## config.mk

```make
export PLATFORM = sky130hd
export DESIGN_NAME = pwm_chopper
export DESIGN_NICKNAME = d
export VERILOG_FILES = /design/src/rtl/pwm_chop_pkg.sv /design/src/rtl/pwm_trip_sync.sv /design/src/rtl/pwm_decay_shaper.sv /design/src/rtl/pwm_chopper.sv
export SDC_FILE = /design/constraint.sdc
export NUM_CORES = 1
export LEC_CHECK = 0
export ABC_AREA = 1
export CAP_MARGIN = 20
export CELL_PAD_IN_SITES_DETAIL_PLACEMENT = 0
export CELL_PAD_IN_SITES_GLOBAL_PLACEMENT = 2
export CORE_UTILIZATION = 30
export CTS_CLUSTER_SIZE = 16
export DETAILED_ROUTE_END_ITERATION = 16
export DONT_BUFFER_PORTS = 1
export PLACE_DENSITY = 0.8
export SKIP_CTS_REPAIR_TIMING = 1
export SLEW_MARGIN = 15
export SYNTH_ARGS = -nofsm -noshare
export SYNTH_HDL_FRONTEND = slang
export SYNTH_SLANG_ARGS = --single-unit
```

## constraint.sdc

```tcl
create_clock -name clk -period 1.99 [get_ports clk]
set_input_delay 0.597 -clock clk [delete_from_list [all_inputs] [get_ports clk]]
set_output_delay 0.597 -clock clk [all_outputs]
set_load 0.05 [all_outputs]
```

## src/rtl/pwm_chop_pkg.sv

```systemverilog
package pwm_chop_pkg;
  typedef enum logic [1:0] {
    PH_IDLE = 2'd0,
    PH_ON   = 2'd1,
    PH_OFF  = 2'd2,
    PH_DEAD = 2'd3
  } phase_t;

  localparam logic [1:0] DK_SLOW = 2'b00;
  localparam logic [1:0] DK_FAST = 2'b01;
endpackage

```

## src/rtl/pwm_trip_sync.sv

```systemverilog
module pwm_trip_sync #(
  parameter int STAGES = 2
) (
  input  logic clk,
  input  logic rst_n,
  input  logic d_async,
  output logic q_sync
);
  logic [STAGES-1:0] chain;

  always_ff @(posedge clk) begin
    if (!rst_n) chain <= '0;
    else        chain <= {chain[STAGES-2:0], d_async};
  end

  assign q_sync = chain[STAGES-1];
endmodule

```

## src/rtl/pwm_decay_shaper.sv

```systemverilog
module pwm_decay_shaper #(
  parameter int CW = 8
) (
  input  logic [1:0]    mode,
  input  logic [CW-1:0] off_idx,
  input  logic [CW-1:0] fast_len,
  output logic          sink_keep
);
  import pwm_chop_pkg::*;

  logic first_cycle;
  assign first_cycle = (off_idx == '0);

  always_comb begin
    if (first_cycle)             sink_keep = 1'b0;
    else if (mode == DK_SLOW)    sink_keep = 1'b1;
    else if (mode == DK_FAST)    sink_keep = 1'b0;
    else                         sink_keep = (off_idx >= fast_len);
  end
endmodule

```

## src/rtl/pwm_chopper.sv

```systemverilog
module pwm_chopper #(
  parameter int CW          = 8,
  parameter int SYNC_STAGES = 2
) (
  input  logic          clk,
  input  logic          rst_n,
  input  logic          en,
  input  logic          trip_in,
  input  logic [1:0]    decay_sel,
  input  logic [CW-1:0] off_cycles,
  input  logic [CW-1:0] blank_cycles,
  input  logic [CW-1:0] fast_cycles,
  output logic          src_on,
  output logic          snk_on
);
  import pwm_chop_pkg::*;

  localparam logic [CW-1:0] ONE = CW'(1);

  function automatic logic [CW-1:0] off_len(input logic [CW-1:0] o);
    return (o == '0) ? ONE : o;
  endfunction

  function automatic logic [CW-1:0] fast_len(input logic [CW-1:0] f,
                                             input logic [CW-1:0] o);
    logic [CW-1:0] oe;
    oe = off_len(o);
    return (f > oe) ? oe : f;
  endfunction

  phase_t        ph;
  logic [CW-1:0] cnt;
  logic [1:0]    mode_q;
  logic [CW-1:0] off_q;
  logic [CW-1:0] fast_q;
  logic          trip_s;
  logic          blanked;
  logic          trip_take;
  logic          off_last;
  logic          off_sink;
  logic          drive_src;
  logic          drive_snk;

  pwm_trip_sync #(.STAGES(SYNC_STAGES)) u_sync (
    .clk     (clk),
    .rst_n   (rst_n),
    .d_async (trip_in),
    .q_sync  (trip_s)
  );

  pwm_decay_shaper #(.CW(CW)) u_shaper (
    .mode      (mode_q),
    .off_idx   (cnt),
    .fast_len  (fast_q),
    .sink_keep (off_sink)
  );

  assign blanked   = (cnt < blank_cycles);
  assign trip_take = (ph == PH_ON) && !blanked && trip_s;
  assign off_last  = (ph == PH_OFF) && (cnt == off_q - ONE);

  always_ff @(posedge clk) begin
    if (!rst_n) begin
      ph     <= PH_IDLE;
      cnt    <= '0;
      mode_q <= DK_SLOW;
      off_q  <= ONE;
      fast_q <= '0;
    end else if (!en) begin
      ph  <= PH_IDLE;
      cnt <= '0;
    end else begin
      case (ph)
        PH_IDLE: begin
          ph  <= PH_ON;
          cnt <= '0;
        end
        PH_ON: begin
          if (trip_take) begin
            ph     <= PH_OFF;
            cnt    <= '0;
            mode_q <= decay_sel;
            off_q  <= off_len(off_cycles);
            fast_q <= fast_len(fast_cycles, off_cycles);
          end else if (blanked) begin
            cnt <= cnt + ONE;
          end
        end
        PH_OFF: begin
          if (off_last) begin
            ph  <= PH_DEAD;
            cnt <= '0;
          end else begin
            cnt <= cnt + ONE;
          end
        end
        default: begin
          ph  <= PH_ON;
          cnt <= '0;
        end
      endcase
    end
  end

  assign drive_src = (ph == PH_ON);
  assign drive_snk = (ph == PH_ON) || ((ph == PH_OFF) && off_sink);
  assign src_on    = en && drive_src;
  assign snk_on    = en && drive_snk;

  // the source never turns on while the sink was on in the prior cycle
  p_dead_before_drive_r9: assert property (@(posedge clk) disable iff (!rst_n)
    (src_on && !$past(src_on)) |-> !$past(snk_on));

  // the cycle right after a trip has both gates off
  p_first_off_dark_r9: assert property (@(posedge clk) disable iff (!rst_n)
    (en && trip_take) |=> (!snk_on && !src_on));

  // the dead cycle hands over only to an on phase or to idle
  p_dead_leads_on_r9: assert property (@(posedge clk) disable iff (!rst_n)
    (ph == PH_DEAD) |=> (ph == PH_ON || ph == PH_IDLE));

  // a blanked on phase cannot be left except through a disable
  p_blank_hold_r3: assert property (@(posedge clk) disable iff (!rst_n)
    (ph == PH_ON && blanked && en) |=> (ph == PH_ON || ph == PH_IDLE));

  // the off time is not cut short
  p_off_hold_r8: assert property (@(posedge clk) disable iff (!rst_n)
    (ph == PH_OFF && en && !off_last) |=> (ph == PH_OFF || ph == PH_IDLE));

  // the source is off throughout the off time
  p_off_src_low_r5: assert property (@(posedge clk) disable iff (!rst_n)
    (ph == PH_OFF) |-> !src_on);

  // fast decay keeps the sink off for the whole off time
  p_fast_all_off_r6: assert property (@(posedge clk) disable iff (!rst_n)
    (ph == PH_OFF && mode_q == DK_FAST) |-> !snk_on);

  // a low enable returns the block to idle
  p_disable_idle_r10: assert property (@(posedge clk) disable iff (!rst_n)
    !en |=> (ph == PH_IDLE));
endmodule

```

==> results of run 1 <==
[worst max-delay path, cell delays in order (launching register included)]
cell and delay [ns]:
sky130_fd_sc_hd__dfxtp_2 0.34, sky130_fd_sc_hd__inv_2 0.04, sky130_fd_sc_hd__ha_4 0.21, sky130_fd_sc_hd__a21oi_1 0.12
sky130_fd_sc_hd__o21ai_1 0.09, sky130_fd_sc_hd__nand2_1 0.09, sky130_fd_sc_hd__o2111ai_2 0.13, sky130_fd_sc_hd__o21ai_2 0.22
sky130_fd_sc_hd__nand2_4 0.15
[power groups by stage]
stage          Clock [µW]  Combinational (µW)  Sequential [µW]
5_1_grt               563                 197              608
4_1_cts               548                 147              609
3_5_place_dp            0                 146              623
6_report              529                 173              608
3_3_place_gp            0                 147              622
2_1_floorplan           0                 115              622
[logic make-up (layout without fill, tap and decap cells)]
group,Yosys count,in the layout,synth area share
xor gates and xnor gates,7,7,0.0271
buffers and inverters,66,94,0.111
AOI/OAI and AO/OA,65,66,0.156
adders and majority gates,29,29,0.161
and+or+nand+nor,146,147,0.279
DFF,30,30,0.266
[through the flow]
step / area, µm² / total power [µW]
after floorplan: 2290 / 737
after global placement: 2540 / 769
after detailed placement: 2540 / 769
after CTS: 2640 / 1300
after global routing: 2900 / 1370
final: 2900 / 1310
[worst min path at each step]
| stage | from | endpoint | slack [ns] | cells past startpoint |
|---|---|---|---|---|
| floorplan | u_sync.chain[0] | u_sync.chain[1] | 0.39 | 2 |
| global placement | u_sync.chain[0] | u_sync.chain[1] | 0.40 | 2 |
| detailed placement | u_sync.chain[0] | u_sync.chain[1] | 0.41 | 2 |
| CTS | rst_n | u_sync.chain[0] | 0.39 | 2 |
| global route | rst_n | u_sync.chain[0] | 0.40 | 2 |
| finish | rst_n | u_sync.chain[0] | 0.41 | 2 |
[sequential cells by signal, indices dropped and copies added, names as in the netlist]
register	cells
fast_q	8
cnt	8
u_sync.chain	2
mode_q	2
off_q	8
ph	2
[cell usage in the layout, fill, tap and decap left out, types with 9 or more instances in the layout]
cell type,count
sky130_fd_sc_hd__a21oi_1,19
sky130_fd_sc_hd__buf_4,21
sky130_fd_sc_hd__dfxtp_1,20
sky130_fd_sc_hd__dfxtp_2,9
sky130_fd_sc_hd__ha_1,21
sky130_fd_sc_hd__inv_1,47
sky130_fd_sc_hd__inv_2,9
sky130_fd_sc_hd__nand2_1,69
sky130_fd_sc_hd__nand2_2,9
sky130_fd_sc_hd__nand3_1,12
sky130_fd_sc_hd__nor2_1,39
sky130_fd_sc_hd__o21ai_0,12
sky130_fd_sc_hd__o21ai_1,17
[routing by layer]
layer | share of wire | wire length (µm) | GRT usage | up-vias
li1 | - | - | - | 1157
met1 | 0.46 | 2750 | 0.195 | 974
met2 | 0.48 | 2890 | 0.268 | 43
met3 | 0.039 | 235 | 0.0364 | 10
met4 | 0.018 | 107 | 0.0396 | 0
met5 | 0 | 0 | 0 | -
[final cells by class]
type / count / area share
Clock inverter: 2 / 0.00432
Inverter: 61 / 0.0877
Timing Repair Buffer: 25 / 0.0700
Clock buffer: 6 / 0.0285
Tap cell: 99 / 0.0428
Multi-Input combinational cell: 249 / 0.554
Sequential cell: 30 / 0.213
==> results summary, run 1 <==
The cell with the most instances after synthesis is sky130_fd_sc_hd__nand2_1. The count of warnings emitted by yosys is 0. The share of synthesized area in the top cell type comes to 0.266.

The detailed router's first-iteration violation count is 80. The maximum number of pins on one net before global-route repair is 22. The core region is 7250 µm².

The number of global-route vias before repair is 2067. The cell internal power dissipation came out at 949 µW. The average wire length per cell after detail routing came out at 12.7 µm. The number of maximum-capacitance constraint violations came out at 0. The remaining number of nets flagged by the antenna check after routing came out at 0. The total wirelength of the detailed-routed design is 5.98 mm. The overall track demand over capacity in global routing came out at 0.155. The die boundary height is 88.8 µm. The arrival time reported for the critical path endpoint is 1.67 ns.

The number of antenna violations at the first check in global routing came to 0. The max-slew violation count is 0. The first global-routing pass estimated 9.34 mm of wire.

The switching power of the nets came out at 361 µW. Power spread over the standard cell area amounts to 452 nW/µm². Setup repair after global routing could not meet its margin everywhere. The launch point of the worst reg-to-reg path is cnt[1]. The endpoint identified for the worst register-to-register timing path is fast_q[2]. The number of port buffers came out at 0.

Once routing completed, OpenROAD measured the worst setup slack at -0.274 ns. The number of inserted diodes came out at 0. The later-pin clock latency in the skew report came out at 0.28 ns. The deepest clock path buffer count came out at 2. The starting density of the core came out at 0.312.

Global routing finished with a remaining overflow of 0. Yosys mapped a number of flops with a built-in enable equal to 0. The proportion of register bits with asynchronous set or reset after synthesis is 0. The number of cells in the finished layout apart from fillers came out at 472. The share of layout cells above drive strength 1 is 0.252. The residual DRC count is 0. The share of total power in sequential cells came out at 0.464. Across the VDD grid, the largest voltage drop is 0.000188 V. For this run, the register share of the synthesized area comes to 0.266. The count of final setup violators is 1. The category of the critical setup timing path is reg2out. The number of storage elements in the synthesis netlist came out at 30. The multi-input combinational cell area came out at 1610 µm². The synthesis-to-layout area growth is 28.2%. The area of all sequential standard cells came out at 616 µm². The worst-case register-to-register setup slack came out at 0.09 ns.

The total nets after synthesis is 402. The critical path starts at fast_q[3]. The number of standard-cell rows in the floorplan is 31.

The checks that failed: negative setup slack. The total vias in the final route came out at 2184. The floorplan die area came out at 7880 µm². For this run, the top clock speed supported by timing is 442 MHz. The horizontal extent of the die came out at 88.8 µm. In this run the worst path has a maximum fanout of 2. The root buffer cell chosen for the clock tree is sky130_fd_sc_hd__clkbuf_8.

STA classifies the critical path endpoint as an output port. Counting instances in the post-synthesis netlist gives the leading cell types as 75 x sky130_fd_sc_hd__nand2_1, 56 x sky130_fd_sc_hd__inv_1, 40 x sky130_fd_sc_hd__nor2_1. The number of endpoints with negative hold slack in the final report came out at 0. The number of instances in the synthesized netlist is 343.

The congestion estimate from routability-driven global placement came to 0.757. Summed over all instances, the cell type with the most area after synthesis is sky130_fd_sc_hd__dfxtp_1. In the routed layout, each cell is associated on average with a via count of 4.63. The clock network power share is 0.404. The number of library cell types mapped by synthesis is 29. Before antenna repair, the detailed router went through 4 iterations. The setup TNS came out at -0.274 ns. The minimum setup slack after placement is -0.314 ns. The minimum period implied by the final worst setup slack is 2.26 ns. The count of boundary I/O pins is 32. In this run the worst setup path terminates at snk_on. The average size of a mapped cell came out at 6.59 µm². Counting the buffers created by CTS gives 5. TritonCTS built the clock tree. The CTS sink count came out at 30. The clock slew at the register clock pins of the worst setup and hold paths is 0.07 ns. The relative slew slack is 0.718. The fill cell total of the finished layout came out at 798.

The run finished, with violations left. For this run, the share of the core covered by cells in the final layout is 0.399. The clock tree synthesis step divided the H-tree into 2 levels. The slew of the pin with the lowest slew margin is 0.421 ns. The static leakage came out at 0.00136 µW.

The cell count after placement came out at 458. The required arrival time at the worst endpoint came out at 1.39 ns. After the last flow step, the layout net total stands at 431. The cell area that synthesis handed to floorplanning was 2260 µm². The tightest min-delay check is of the in2reg type.

Detailed placement ended at an HPWL of 4.54 mm. Among all flip-flop cells after synthesis, the most frequent one is sky130_fd_sc_hd__dfxtp_1. Of the total power, the share spent switching nets is 0.276. The worst clock skew came out at 0.00685 ns. Across all hold checks on the routed design, the worst slack comes to 0.407 ns. In the post-synthesis netlist, the biggest area contributors are sky130_fd_sc_hd__dfxtp_1 27%, sky130_fd_sc_hd__ha_1 16%, sky130_fd_sc_hd__nand2_1 12%. STA classifies the critical path startpoint as a flop.

The share of power burned in combinational logic came out at 0.132. The final worst-path cycle share came out at 1.14. The number of cells on the worst reg-to-reg path is 11.
Power figures use the tool's default switching activity.
==> run 2, diff against run 1 <==
--- a/config.mk
+++ b/config.mk
@@ -9,6 +9,7 @@
 export CAP_MARGIN = 20
 export CELL_PAD_IN_SITES_DETAIL_PLACEMENT = 0
 export CELL_PAD_IN_SITES_GLOBAL_PLACEMENT = 2
+export CORE_ASPECT_RATIO = 1.4
 export CORE_UTILIZATION = 30
 export CTS_CLUSTER_SIZE = 16
 export DETAILED_ROUTE_END_ITERATION = 16
==> run 2 against run 1 <==
Effect of this change: the run ends with design-rule violations, negative setup slack left; global-route usage is essentially flat; final cell count grew 1.5%; non-clock buffer count grew 8; clock skew shrank 0.0032 ns; die area is essentially flat; sequential power is essentially flat; count of clock-buffer cells in the layout is the same; final area grew 5.3%; clock power shrank 2%; register-to-register slack lost 0.07 ns; first-iteration DRC count shrank 7.5%; critical endpoint unchanged.
==> results summary, run 2 (synthesis gave the netlist of run 1 again) <==
The overall track demand over capacity in global routing came out at 0.155 (-0.000333). The path class of the tightest hold or removal check is in2reg. The first-pass iteration count of the detailed router came to 10 (+6). The die boundary height came out at 105 µm (+18%). The synthesis-to-layout area growth came out at 35.0%. The vias per cell is 4.63 (+0.12%). The largest fanout on the critical path was 2 (unchanged). The max-slew violation count came out at 0 (unchanged). The number of maximum-capacitance constraint violations is 0 (unchanged).

In the final layout, the registers with the most flip-flops are cnt: 8 flops, fast_q: 8 flops, off_q: 8 flops. The average wire length per cell after detail routing is 12.9 µm (+2.0%). The number of standard-cell rows in the floorplan came out at 37 (+19%).

The detailed router's first-iteration violation count was 74 (-7.5%). The final reports fail on design-rule violations, negative setup slack. The minimum setup slack after placement is -0.256 ns (+0.0585 ns).

The worst clock skew is 0.00364 ns (-0.00321 ns). The HPWL after detailed placement came out at 4.60 mm (+1.4%). The count of final setup violators is 1 (unchanged). The first-pass GRT wire length came to 9.29 mm (-0.51%).

Leaving out fill and tap cells, the most frequent cells in the layout are 69 x sky130_fd_sc_hd__nand2_1, 47 x sky130_fd_sc_hd__inv_1, 33 x sky130_fd_sc_hd__nor2_1. The worst hold margin is 0.413 ns (+0.00612 ns). The clock tree root buffer cell is sky130_fd_sc_hd__clkbuf_8. The minimum period implied by the final worst setup slack came out at 2.24 ns (-0.0199 ns). The slew of the pin with the lowest slew margin is 0.384 ns (-0.0373 ns). The most common library cell in the layout ignoring fill and taps is sky130_fd_sc_hd__nand2_1. The share of layout cells above drive strength 1 is 0.309 (+0.0569).

The setup TNS was -0.254 ns (+0.0199 ns). Setup repair after global routing could not meet its margin everywhere. The fill cell total of the finished layout was 805 (+0.88%).

The number of endpoints with negative hold slack in the final report is 0 (unchanged). TritonCTS built the clock tree. The horizontal extent of the die is 75.4 µm (-15%). The leftover overflow at the end of global routing is 0 (unchanged). The total wirelength of the detailed-routed design came out at 6.19 mm (+3.5%).

The worst-case vdd ir drop was 0.000299 V (+59%). The number of inserted diodes is 0 (unchanged). The worst setup slack after layout is -0.254 ns (+0.0199 ns).

The areal power density over the cells came out at 428 nW/µm² (-5.3%). The later-pin clock latency in the skew report is 0.28 ns (about the same). The routability congestion estimate was 0.788 (+4.1%).

The count of boundary I/O pins came out at 32 (unchanged). The remaining number of nets flagged by the antenna check after routing came out at 0 (unchanged). The arrival time reported for the critical path endpoint came to 1.65 ns (-0.02 ns).

The H-tree depth is 2 (unchanged). The clock slew at the register clock pins of the worst setup and hold paths came out at 0.07 ns (about the same). The starting density of the core was 0.309 (-0.00261). The relative slew slack is 0.743 (+0.0250). The number of global-route vias before repair was 2132 (+3.1%). The CTS sink count was 30 (unchanged). The highest clock frequency the design can meet came out at 446 MHz (+0.89%). The static leakage is 0.00140 µW (+3.4%). The residual DRC count came out at 2 (+2).

The required arrival time at the worst endpoint came out at 1.39 ns (about the same). The category of the critical setup timing path is reg2out. The maximum number of pins on one net before global-route repair came to 22 (unchanged). The total number of nets in the final design came out at 440 (+2.1%).

The area of all placed cells without fillers is 3050 µm² (+5.3%). The worst setup path is launched from a flop. The number of buffers created by CTS was 5 (unchanged). The worst setup path is captured at an output port. The total core area came out at 7310 µm² (+0.85%). The floorplan die area came out at 7890 µm² (about the same).

The placed standard-cell area is 2570 µm² (+0.98%). The flow ran to the end, but the final reports show violations. The final worst-path cycle share is 1.13 (-0.0100). The number of antenna violations at the first check in global routing is 0 (unchanged). The total vias in the final route came out at 2219 (+1.6%). The deepest clock path buffer count was 2 (unchanged). The number of port buffers came to 0 (unchanged).
## run 2: cell types whose count changed in the layout (fill, tap and decap cells not counted), moves of 3 or more
cell / previous run / this run
sky130_fd_sc_hd__a21oi_1: 19 / 16
sky130_fd_sc_hd__buf_6: 4 / 10
sky130_fd_sc_hd__nor2_2: 4 / 10
sky130_fd_sc_hd__a21oi_2: 3 / 6
sky130_fd_sc_hd__nor2_1: 39 / 33
sky130_fd_sc_hd__o21ai_0: 12 / 9
sky130_fd_sc_hd__o21ai_2: 4 / 8
## run 2: metrics by stage
stage	instances	total power, µW	util
floorplan	343	737	-
global placement	458	767	0.351
detailed placement	458	771	0.351
CTS	466	1290	0.364
global route	479	1380	0.417
finish	479	1310	0.417
## run 2: worst paths after layout
path / from / to / slack (ns) / cells past startpoint
hold reg to reg: u_sync.chain[0] / u_sync.chain[1] / 0.42 / 2
setup reg to reg: cnt[7] / fast_q[2] / 0.02 / 9
hold / removal: rst_n / u_sync.chain[0] / 0.41 / 2
setup / recovery: cnt[1] / snk_on / -0.25 / 7
## run 2: cell type report
class	instances	area [µm²]	area share
Clock buffer	6	82.6	0.0271
Clock inverter	2	12.5	0.00410
Inverter	61	255	0.0837
Multi-Input combinational cell	249	1660	0.543
Sequential cell	30	616	0.202
Tap cell	97	121	0.0398
Timing Repair Buffer	33	298	0.0976
Timing Repair inverter	1	7.51	0.00246
## run 2: worst max-delay path: stages, from the launching register on
cell and delay, ns:
sky130_fd_sc_hd__dfxtp_4 0.36, sky130_fd_sc_hd__ha_4 0.24, sky130_fd_sc_hd__a21oi_2 0.14, sky130_fd_sc_hd__o21ai_2 0.06, sky130_fd_sc_hd__nand2_1 0.08, sky130_fd_sc_hd__o2111ai_2 0.13, sky130_fd_sc_hd__o21ai_2 0.22, sky130_fd_sc_hd__nand2_4 0.15
## run 2: report_power, final
part	internal (µW)	switching [µW]	leakage (µW)
Clock	278	243	0.0000472
Combinational	72.6	103	0.00111
Sequential	604	6.06	0.000247
Total	954	352	0.00140
## run 2: per-layer routing
metal | GRT usage | routed length, µm
met4 | 0.0595 | 124
met5 | 0 | 0
met1 | 0.175 | 2630
met2 | 0.276 | 3270
met3 | 0.0289 | 166
==> run 3, diff against run 2 <==
--- a/config.mk
+++ b/config.mk
@@ -7,14 +7,12 @@
 export LEC_CHECK = 0
 export ABC_AREA = 1
 export CAP_MARGIN = 20
-export CELL_PAD_IN_SITES_DETAIL_PLACEMENT = 0
-export CELL_PAD_IN_SITES_GLOBAL_PLACEMENT = 2
 export CORE_ASPECT_RATIO = 1.4
 export CORE_UTILIZATION = 30
 export CTS_CLUSTER_SIZE = 16
 export DETAILED_ROUTE_END_ITERATION = 16
 export DONT_BUFFER_PORTS = 1
-export PLACE_DENSITY = 0.8
+export PLACE_DENSITY = 0.52
 export SKIP_CTS_REPAIR_TIMING = 1
 export SLEW_MARGIN = 15
 export SYNTH_ARGS = -nofsm -noshare
==> run 3 against run 2 <==
Effect of this change: the flow finishes with violations (negative setup slack); sequential share of layout area increased by 1.2 points; final area decreased by 6.0%; setup slack got worse by 0.0057 ns; flip-flop and latch count unchanged; non-clock buffer count decreased by 8; critical path type unchanged; clock skew increased by 0.0044 ns; largest cell class unchanged.
==> results summary, run 3 (synthesis gave the netlist of run 1 again) <==
The final standard cell utilization of the core came to 0.392 (-0.0250). The fill cell total of the finished layout came out at 819 (+1.7%). The min-delay analysis places its worst path in the category in2reg.

The relative slew slack is 0.747 (+0.00359). The max-slew violation count is 0 (unchanged). The H-tree depth came out at 2 (unchanged). The cell count after placement is 460 (+0.44%).

The multi-input combinational cell area was 1570 µm² (-5.1%). The checks that failed: negative setup slack. The number of standard-cell rows in the floorplan came to 37 (unchanged). The number of buffer and inverter stages on the critical path came to 0 (unchanged). The CTS sink count came out at 30 (unchanged). The clock tree root buffer cell is sky130_fd_sc_hd__clkbuf_8.

The horizontal extent of the die came out at 75.4 µm (unchanged). The number of global-route vias before repair came out at 2135 (+0.14%). The overall track demand over capacity in global routing is 0.149 (-0.00612). The number of inserted diodes is 0 (unchanged).

The slew of the pin with the lowest slew margin is 0.378 ns (-0.00536 ns). The highest clock frequency the design can meet is 445 MHz (-0.25%). The number of buffers created by CTS was 5 (unchanged). The arrival time reported for the critical path endpoint came out at 1.65 ns (about the same). The total core area is 7310 µm² (unchanged). The HPWL after detailed placement came out at 4.50 mm (-2.2%).

The worst-case vdd ir drop is 0.000200 V (-33%). The delay of the slowest cell on the worst path came out at 0.35 ns (about the same). The detailed router's first-iteration violation count came out at 96 (+30%). The final worst-path cycle share came out at 1.13 (+0.00285).

The number of cells in the finished layout apart from fillers is 469 (-2.1%). The first-pass iteration count of the detailed router was 4 (-6). The number of maximum-capacitance constraint violations came out at 0 (unchanged). The number of port buffers was 0 (unchanged). The minimum period implied by the final worst setup slack is 2.25 ns (+0.00567 ns). The areal power density over the cells is 451 nW/µm² (+5.2%). The count of boundary I/O pins is 32 (unchanged). Setup repair after global routing could not meet its margin everywhere. The worst clock skew is 0.00803 ns (+0.00439 ns). The largest registers in the layout are cnt: 8 flops, fast_q: 8 flops, off_q: 8 flops. The residual DRC count is 0 (-2).

The required arrival time at the worst endpoint was 1.39 ns (about the same). The area of all sequential standard cells came to 614 µm² (-0.20%). The worst setup path is launched from a flop. The largest fanout on the critical path is 2 (unchanged). The total vias in the final route came out at 2169 (-2.3%).

The setup TNS is -0.259 ns (-0.00567 ns). The most common library cell in the layout ignoring fill and taps is sky130_fd_sc_hd__nand2_1. The count of final setup violators came out at 1 (unchanged). The starting density of the core came out at 0.309 (unchanged).

The largest individual stage delay along the critical path comes from the cell sky130_fd_sc_hd__dfxtp_2. The total number of nets in the final design was 430 (-2.3%). The synthesis-to-layout area growth is 26.9%. The average wire length per cell after detail routing is 11.9 µm (-7.9%). The vias per cell is 4.62 (-0.17%). The clock slew at the register clock pins of the worst setup and hold paths is 0.07 ns (about the same). The leftover overflow at the end of global routing came to 0 (unchanged). The total wirelength of the detailed-routed design came out at 5.58 mm (-9.9%). The share of layout cells above drive strength 1 came out at 0.253 (-0.0562). The setup path with the least slack is of type reg2out. The number of antenna violations at the first check in global routing came out at 0 (unchanged). The static leakage came to 0.00134 µW (-4.6%). STA classifies the critical path endpoint as an output port. Traced cell by cell, the critical path runs through ha_4, a21oi_2, o21ai_1, nand2_1, o2111ai_2, o21ai_2, nand2_4. The remaining number of nets flagged by the antenna check after routing came out at 0 (unchanged).

The CTS tree is yes. The worst setup slack after layout is -0.259 ns (-0.00567 ns). The deepest clock path buffer count was 2 (unchanged). The run finished, with violations left. The number of endpoints with negative hold slack in the final report came out at 0 (unchanged). The first-pass GRT wire length was 9.14 mm (-1.7%). The later-pin clock latency in the skew report came to 0.28 ns (about the same). The maximum number of pins on one net before global-route repair was 22 (unchanged). In this design, the largest share of critical-path delay is due to compound AO/OA/AOI/OAI gates. The top cell types in the final layout, fill and taps aside, are 72 x sky130_fd_sc_hd__nand2_1, 47 x sky130_fd_sc_hd__inv_1, 38 x sky130_fd_sc_hd__nor2_1.

The floorplan die area is 7890 µm² (unchanged). The die boundary height is 105 µm (unchanged). The routability congestion estimate is 0.838 (+6.3%).
==> run 3: power by group <==
part	switching (µW)	total [µW]	internal (µW)
Clock	242	520	278
Combinational	96.9	164	66.7
Sequential	3.79	609	605
==> run 3: stage by stage <==
| stage | total power (µW) | hold WS, ns | instance area (µm²) | setup WS (ns) |
|---|---|---|---|---|
| 2_1_floorplan | 737 | 0.390 | 2290 | -0.0737 |
| 3_3_place_gp | 763 | 0.395 | 2580 | -0.227 |
| 3_5_place_dp | 767 | 0.404 | 2580 | -0.246 |
| 4_1_cts | 1290 | 0.399 | 2680 | -0.490 |
| 5_1_grt | 1360 | 0.399 | 2870 | -0.387 |
| 6_report | 1290 | 0.410 | 2870 | -0.259 |
==> run 3: final cells by class <==
cell class	instances	area share
clock inverters	2	0.00436
multi-input cells	248	0.548
clock buffers	6	0.0288
repair buffers	25	0.0698
inverters	61	0.0921
flip-flops and latches	30	0.214
well taps	97	0.0423
==> run 3: worst paths after layout <==
| path | slack (ns) | endpoint | from | cells past startpoint |
|---|---|---|---|---|
| max | -0.26 | snk_on | cnt[1] | 7 |
| min | 0.41 | u_sync.chain[0] | rst_n | 2 |
| max reg2reg | 0.07 | fast_q[7] | cnt[1] | 12 |
| min reg2reg | 0.41 | u_sync.chain[1] | u_sync.chain[0] | 2 |
==> run 3: worst reg2reg max path, delay by kind of cell, from the launching register on <==
kind                     cells  cell delay (ns)
AO/OA/AOI/OAI                2             0.22
adder cells (fa/ha/maj)      1             0.26
buffers and inverters        3             0.47
flip-flops                   1             0.35
AND/OR/NAND/NOR              6             0.52
==> run 3: per-layer routing <==
layer | up-vias | global-route usage | share of wire | routed length (µm)
met3 | 10 | 0.0241 | 0.026 | 146
met5 | - | 0 | 0 | 0
met2 | 37 | 0.258 | 0.51 | 2850
met1 | 963 | 0.177 | 0.44 | 2470
li1 | 1159 | - | - | -
met4 | 0 | 0.0595 | 0.020 | 114
